===== src/rtl/wbr_pkg.sv =====
package wbr_pkg;
  typedef enum logic [2:0] {
    RSP_STALL    = 3'd0,
    RSP_ACCEPT   = 3'd1,
    RSP_LAST     = 3'd2,
    RSP_ERROR    = 3'd3,
    RSP_WITHDRAW = 3'd4
  } rsp_e;

  typedef enum logic [2:0] {
    PH_IDLE,
    PH_ACK,
    PH_DATA,
    PH_SETUP,
    PH_ACCESS
  } phase_e;
endpackage


===== src/rtl/wbr_ctl.sv =====
module wbr_ctl
  import wbr_pkg::*;
(
  input  logic       clk,
  input  logic       rst,
  input  logic       req_sel,
  input  logic       req_wr,
  output logic [2:0] rsp,
  output logic       ld_addr,
  output logic       ld_data,
  output logic       p_sel,
  output logic       p_en
);
  phase_e ph_q;
  rsp_e   rsp_q;

  assign ld_addr = (ph_q == PH_IDLE) && req_sel && req_wr;
  assign ld_data = (ph_q == PH_DATA);
  assign rsp     = rsp_q;

  always_ff @(posedge clk) begin
    if (rst) begin
      ph_q  <= PH_IDLE;
      rsp_q <= RSP_STALL;
      p_sel <= 1'b0;
      p_en  <= 1'b0;
    end else begin
      case (ph_q)
        PH_IDLE: begin
          if (ld_addr) begin
            ph_q  <= PH_ACK;
            rsp_q <= RSP_ACCEPT;
          end
        end
        PH_ACK: begin
          ph_q  <= PH_DATA;
          rsp_q <= RSP_STALL;
        end
        PH_DATA: begin
          ph_q  <= PH_SETUP;
          p_sel <= 1'b1;
        end
        PH_SETUP: begin
          ph_q <= PH_ACCESS;
          p_en <= 1'b1;
        end
        PH_ACCESS: begin
          ph_q  <= PH_IDLE;
          p_sel <= 1'b0;
          p_en  <= 1'b0;
        end
        default: ph_q <= PH_IDLE;
      endcase
    end
  end
endmodule


===== src/rtl/wbr_hold.sv =====
module wbr_hold #(
  parameter int W = 32
) (
  input  logic         clk,
  input  logic         rst,
  input  logic         ld,
  input  logic [W-1:0] d,
  output logic [W-1:0] q
);
  always_ff @(posedge clk) begin
    if (rst)     q <= '0;
    else if (ld) q <= d;
  end
endmodule


===== src/rtl/wr_bridge.sv =====
module wr_bridge #(
  parameter int AW = 32,
  parameter int DW = 32
) (
  input  logic          clk,
  input  logic          rst,
  input  logic          sys_sel,
  input  logic          sys_wr,
  input  logic [AW-1:0] sys_addr,
  input  logic [DW-1:0] sys_wdata,
  output logic [2:0]    sys_rsp,
  output logic          per_sel,
  output logic          per_en,
  output logic          per_wr,
  output logic [AW-1:0] per_addr,
  output logic [DW-1:0] per_wdata
);
  logic ld_addr;
  logic ld_data;

  wbr_ctl ctl_i (
    .clk     (clk),
    .rst     (rst),
    .req_sel (sys_sel),
    .req_wr  (sys_wr),
    .rsp     (sys_rsp),
    .ld_addr (ld_addr),
    .ld_data (ld_data),
    .p_sel   (per_sel),
    .p_en    (per_en)
  );

  wbr_hold #(.W(AW)) addr_i (
    .clk (clk), .rst (rst), .ld (ld_addr), .d (sys_addr), .q (per_addr)
  );

  wbr_hold #(.W(DW)) data_i (
    .clk (clk), .rst (rst), .ld (ld_data), .d (sys_wdata), .q (per_wdata)
  );

  assign per_wr = per_sel;
endmodule


===== config.mk =====
export PLATFORM = sky130hd
export DESIGN_NAME = wr_bridge
export DESIGN_NICKNAME = d
export VERILOG_FILES = /design/src/rtl/wbr_pkg.sv /design/src/rtl/wbr_ctl.sv /design/src/rtl/wbr_hold.sv /design/src/rtl/wr_bridge.sv
export SDC_FILE = /design/constraint.sdc
export NUM_CORES = 1
export LEC_CHECK = 0
export BUFFER_PORTS_ARGS = -buffer_cell sky130_fd_sc_hd__buf_2
export CORE_MARGIN = 10
export CORE_UTILIZATION = 33
export DETAILED_ROUTE_END_ITERATION = 6
export PLACE_DENSITY = 0.71
export SLEW_MARGIN = 25
export SYNTH_ARGS = -nofsm -noshare
export SYNTH_HDL_FRONTEND = slang
export SYNTH_SLANG_ARGS = --single-unit

===== constraint.sdc =====
create_clock -name clk -period 2.15 [get_ports clk]
set_clock_uncertainty 0.15 [all_clocks]
set_input_delay 0.1075 -clock clk [delete_from_list [all_inputs] [get_ports clk]]
set_output_delay 0.1075 -clock clk [all_outputs]
set_load 0.02 [all_outputs]

## Word-level counts from Yosys, hierarchy flattened

Index checks and enable logic that the tools add are counted.

| word-level totals | value |
|---|---|
| flip-flop bits (word level) | 72 |
| input bits | 68 |
| output and inout port bits | 70 |
| logic and storage cells | 23 |

| operators by class | value |
|---|---|
| equal/unequal tests | 5 |
| muxes and demuxes | 5 |
| reduce and logical (&&, ||, !) cells | 7 |

Operator list:

| cell | count |
|---|---|
| $pmux 3 s4 | 1 |
| $eq 3x2->1 const B | 2 |
| $pmux 3 s2 | 1 |
| $reduce_bool 2->1 | 3 |
| $pmux 1 s2 | 2 |
| $eq 3x1->1 const B | 1 |
| $eq 3x3->1 const B | 1 |
| $logic_not 3->1 | 1 |
| $mux 3 | 1 |
| $logic_and 1x1->1 | 2 |
| $ne 2x1->1 const B | 1 |
| $reduce_and 2->1 | 1 |

## Depth between registers and ports, before layout

| logic depth | value |
|---|---|
| depth in word-level cells | 5 |
| depth in mapped cells | 6 |
| depth with buffers taken out | 3 |

## Cells and area by module

From an unflattened synthesis, not the netlist that was laid out.

| unflattened totals | value |
|---|---|
| cell total of the unflattened synthesis | 238 |
| area total of the unflattened synthesis | 2597.5 um2 |

By module, submodules not included:

| module | times used | cells an instance | area each (um2) | sequential area each (um2) |
|---|---|---|---|---|
| wbr_hold | 2 | 103 | 1163.6 | 640.6 |
| wbr_ctl | 1 | 31 | 262.8 | 120.1 |
| wr_bridge | 1 | 1 | 7.5 | 0.0 |

## Worst setup path before layout

OpenSTA, ideal clock, no wires.

| timing | value |
|---|---|
| path kind | register to register |
| start | register ctl_i.ph_q[2] |
| end | register addr_i.q[0] |
| library setup time | 0.072 ns |
| data arrival time | 1.286 ns |
| data required time | 1.928 ns |
| slack | 0.643 ns |
| stages on the path, launching flop included | 5 |
| path buffers | 2 |
| clock period less this slack | 1.507 ns |
| cell sequence | dfxtp_1 -> buf_6 -> nor4_4 -> buf_6 -> mux2i_1 |

| between the ends | value |
|---|---|
| word-level cells in the longest chain between the ends | 3 |

Ends and longest elaborated chain:

| element | RTL line | text |
|---|---|---|
| start: declaration | wbr_ctl.sv:14 | `phase_e ph_q;` |
| start signal: assignment | wbr_ctl.sv:23 | `ph_q <= PH_IDLE;` |
| start signal: assignment | wbr_ctl.sv:31 | `ph_q <= PH_ACK;` |
| start signal: assignment | wbr_ctl.sv:36 | `ph_q <= PH_DATA;` |
| $logic_not 3->1 | wbr_ctl.sv:17 | `assign ld_addr = (ph_q == PH_IDLE) && req_sel && req_wr;` |
| $logic_and 1x1->1 (2 in a row) | wbr_ctl.sv:17 |  |
| end signal: assignment | wbr_hold.sv:11 | `if (rst) q <= '0;` |
| end signal: assignment | wbr_hold.sv:12 | `else if (ld) q <= d;` |
| end: declaration | wbr_hold.sv:8 | `output logic [W-1:0] q` |

Every way passes these cells.
A chain may end at the register's enable or synchronous reset.

## Worst setup path in the final report

| timing | value |
|---|---|
| start | register ctl_i.ph_q[1] |
| end | register data_i.q[18] |

| between the ends | value |
|---|---|
| word-level cells in the longest chain between the ends | 1 |

Ends and longest elaborated chain:

| element | RTL line | text |
|---|---|---|
| $eq 3x2->1 | wbr_ctl.sv:18 | `assign ld_data = (ph_q == PH_DATA);` |
| end signal: assignment | wbr_hold.sv:11 |  |
| end signal: assignment | wbr_hold.sv:12 |  |
| end: declaration | wbr_hold.sv:8 |  |

Every way passes these cells.

==> results <==
- After synthesis, the netlist uses 22 different library cells.
- At the later pin of the worst-skew pair, clock insertion delay measures 0.34 ns.
- The weighted congestion at the end of routability-driven global placement is 0.750.
- The maximum level of the CTS H-tree is 3.
- The core region is 0.00830 mm^2.
- The final hold violation count is 0.
- Global routing used 13.3% of the available tracks.
- Row generation in the floorplan step produced 33 rows.
- The number of max-slew violations in the final report is 0.
- In the detailed route, the total length drawn on met3 is 926 um.
- The longest clock path from root to sink contains 2 buffers.
- Summed over all cells, the static leakage comes to 1.95 nW.
- The clock tree root buffer cell is sky130_fd_sc_hd__clkbuf_8.
- Counting tap cells, the placed design contains a total of 532 instances.
- The number of global-route vias before repair is 2776.
- For this block, the routed nets add up to 8740 um of wire.
- The detailed-placement wirelength estimate is 5530 um.
- The instance count of the mapped netlist is 311.
- The sequential share of the synthesized area is 49.5%.
- The total length of routed met2 wires is 4170 um.
- The required time at the worst-slack endpoint is 2.22 ns.
- The floorplan step set the die width to 113 um.
- The design draws 2.98 mW.
- Summed over all layers, the global routing overflow is 0.
- Before antenna repair, the detailed router went through 4 iterations.
- Counting every sink on the clock net gives 70.
- The number of standard cells in the layout, taps in and fillers out is 614.
- VDD sags by at most 0.000254 V.
- The count of nets left with antenna violations once routing finished came out at 0.
- The final critical-path setup slack is 0.522 ns.
- The fraction of post-synthesis cell area in the top cell type by area is 49.5%.
- Along the worst hold path, the cell count comes to 5.
- Data arrives at the worst endpoint at 1.70 ns.
- Setup total negative slack on the finished layout was measured at 0 ns.
- The wire length of the first global-routing pass is 13900 um.
- The number of I/O port buffers is 135.
- From bottom edge to top edge, the die measures 113 um.
- In this run the count of I/O pins placed on the die edge is 138.
- The highest metal layer carrying signal wires in the routed design is met4.
- TritonCTS built the clock tree.
- The final layout contains 572 nets.
- The post-place instance area is 0.00356 mm^2.
- The worst setup path is launched from a flop.
- After the first detailed-routing iteration, the DRC count stood at 88.
- In the final layout, the share of cells above drive strength 1 is 31.4%.
- The floorplan die area is 0.0127 mm^2.
- The type of the worst min-delay path is primary input to flop.
- The maximum clock frequency is 614 MHz.
- The share of the core filled with cells in the final layout is 53.1%.
- Setup repair after global routing left no endpoint under its margin.
- STA classifies the critical path endpoint as a flop.
- The type of the worst setup path is flop to flop.
- Buffers inserted during clock tree synthesis total 9.
- The initial antenna violation count was 0.
- By area the synthesized netlist is led by sky130_fd_sc_hd__dfxtp_1 (50%), sky130_fd_sc_hd__nand2b_1 (14%), sky130_fd_sc_hd__mux2i_1 (11%).
- The mean post-synth cell area is 9.10 um^2.
- The number of fillers in the final layout is 734.
- The finished cells cover 0.00441 mm^2.
- The tool flagged a number of max-cap violations equal to 0.
- The number of design rule violations left after detail routing is 0.
- Final hold analysis gives a worst-case slack of 0.189 ns.
- The part of the cycle the worst path needs is 75.7%.
- The number of failing setup endpoints in the final timing report is 0.
- The run finished with clean final reports.
- The final antenna diode count is 0.
- The effective utilization at floorplan is 34.1%.
- The largest area contributor in the synthesized netlist is sky130_fd_sc_hd__dfxtp_1.
- The total number of yosys warnings is 0.
- The placement-stage worst setup slack is 0.540 ns.
- The number of vias per cell after detailed routing is 4.49.
- The largest net degree at the start of global routing is 48.
- The final critical-path required period is 1.63 ns.
- The register bit total from synthesis is 70.
- Counting cells, the worst reg-to-reg path comes to 4.
- In this run the worst path has a maximum fanout of 32.
- The area growth from synthesis to final layout is 55.7%.
- In the final routing, the length of wire on met1 measures 3470 um.
- The number of setup buffers added after CTS is 0.
- The routed layout has 2759 vias.
- The total power divided by cell area is 677 mW/mm^2.
- The post-synthesis cell area is 0.00283 mm^2.
- After clock tree synthesis, the clock-pin slew on the worst setup and hold paths is 0.08 ns.
- The detailed-route wire length per cell is 14.2 um.
[layout by cell type, fill, tap and decap left out]
cell type,count
sky130_fd_sc_hd__conb_1,2
sky130_fd_sc_hd__clkinv_4,1
sky130_fd_sc_hd__a21oi_1,35
sky130_fd_sc_hd__clkbuf_8,9
sky130_fd_sc_hd__nor2b_1,1
sky130_fd_sc_hd__buf_12,2
sky130_fd_sc_hd__o21ai_0,2
sky130_fd_sc_hd__nor4_4,1
sky130_fd_sc_hd__nand2_1,66
sky130_fd_sc_hd__inv_6,3
sky130_fd_sc_hd__nor2_1,2
sky130_fd_sc_hd__nor3b_1,1
sky130_fd_sc_hd__buf_2,135
sky130_fd_sc_hd__nor4_1,1
sky130_fd_sc_hd__clkinvlp_4,3
sky130_fd_sc_hd__nor3_1,2
sky130_fd_sc_hd__dfxtp_1,70
sky130_fd_sc_hd__mux2i_1,32
sky130_fd_sc_hd__nor3b_4,1
sky130_fd_sc_hd__o21bai_1,1
sky130_fd_sc_hd__nand2b_1,64
sky130_fd_sc_hd__or3b_1,1
sky130_fd_sc_hd__buf_4,5
sky130_fd_sc_hd__o21a_1,2
sky130_fd_sc_hd__dlygate4sd3_1,66
sky130_fd_sc_hd__xnor2_1,1
[sequential cells by signal (all words and copies together), names as in the netlist]
| signal | cells |
|---|---|
| addr_i.q | 32 |
| ctl_i.p_en | 1 |
| ctl_i.ph_q | 3 |
| ctl_i.rsp | 1 |
| ctl_i.p_sel | 1 |
| data_i.q | 32 |
[timing repair]
action,in CTS,in global routing
hold endpoints to repair,65,0
resized for setup,0,0
hold buffers,66,0
[kinds of logic (layout without fill, tap and decap cells)]
group	Yosys count	in the layout	synth area share, %
buf+inv	27	224	5.66
mux	32	32	11.3
compound gates	40	40	7.34
xor+xnor	1	1	0.310
flops	70	70	49.5
simple gates	140	140	25.7
other cells	1	2	0.132
[synth_stat cells]
cell / number
sky130_fd_sc_hd__a21oi_1: 35
sky130_fd_sc_hd__buf_6: 5
sky130_fd_sc_hd__nor3b_2: 1
sky130_fd_sc_hd__nand2b_1: 64
sky130_fd_sc_hd__o21a_1: 2
sky130_fd_sc_hd__clkbuf_1: 11
sky130_fd_sc_hd__o21ai_0: 2
sky130_fd_sc_hd__nor2b_1: 1
sky130_fd_sc_hd__nor3b_1: 1
sky130_fd_sc_hd__dfxtp_1: 70
sky130_fd_sc_hd__or3b_1: 1
sky130_fd_sc_hd__nor4_4: 1
sky130_fd_sc_hd__nand2_1: 66
sky130_fd_sc_hd__buf_2: 8
sky130_fd_sc_hd__xnor2_1: 1
sky130_fd_sc_hd__o21bai_1: 1
sky130_fd_sc_hd__conb_1: 1
sky130_fd_sc_hd__buf_4: 3
sky130_fd_sc_hd__mux2i_1: 32
sky130_fd_sc_hd__nor2_1: 2
sky130_fd_sc_hd__nor4_1: 1
sky130_fd_sc_hd__nor3_1: 2
[report_power, final]
| group | leakage, nW | switching, mW | internal (mW) |
|---|---|---|---|
| logic | 1.30 | 0.307 | 0.288 |
| registers | 0.570 | 0.0524 | 1.38 |
| clock network | 0.0829 | 0.527 | 0.432 |
| total | 1.95 | 0.886 | 2.10 |
[critical path, cell delays in order (launching register included)]
cell                      delay, ns
sky130_fd_sc_hd__dfxtp_1       0.57
sky130_fd_sc_hd__or3b_1        0.38
sky130_fd_sc_hd__buf_4         0.24
sky130_fd_sc_hd__nand2_1       0.10
sky130_fd_sc_hd__a21oi_1       0.07
[routing by layer]
| layer | vias to the layer above | global-route usage, % |
|---|---|---|
| li1 | 1385 | - |
| met1 | 1250 | 14.0 |
| met4 | 0 | 5.58 |
| met2 | 108 | 21.9 |
| met5 | - | 0 |
| met3 | 16 | 6.71 |
[final timing paths]
path                 startpoint           end  slack, ns
setup / recovery  ctl_i.ph_q[1]  data_i.q[18]       0.52
hold / removal           sys_wr  addr_i.q[22]       0.19
setup reg to reg  ctl_i.ph_q[1]  data_i.q[18]       0.52
hold reg to reg     data_i.q[5]   data_i.q[5]       0.30
[layout make-up]
type	count	area, um^2	area share, %
clock buffers	9	124	2.81
flip-flops and latches	70	1400	31.8
clock inverters	7	57.6	1.31
repair buffers	208	1410	32.1
multi-input cells	215	1280	29.0
well taps	105	131	2.98
Power figures use the tool's default switching activity.
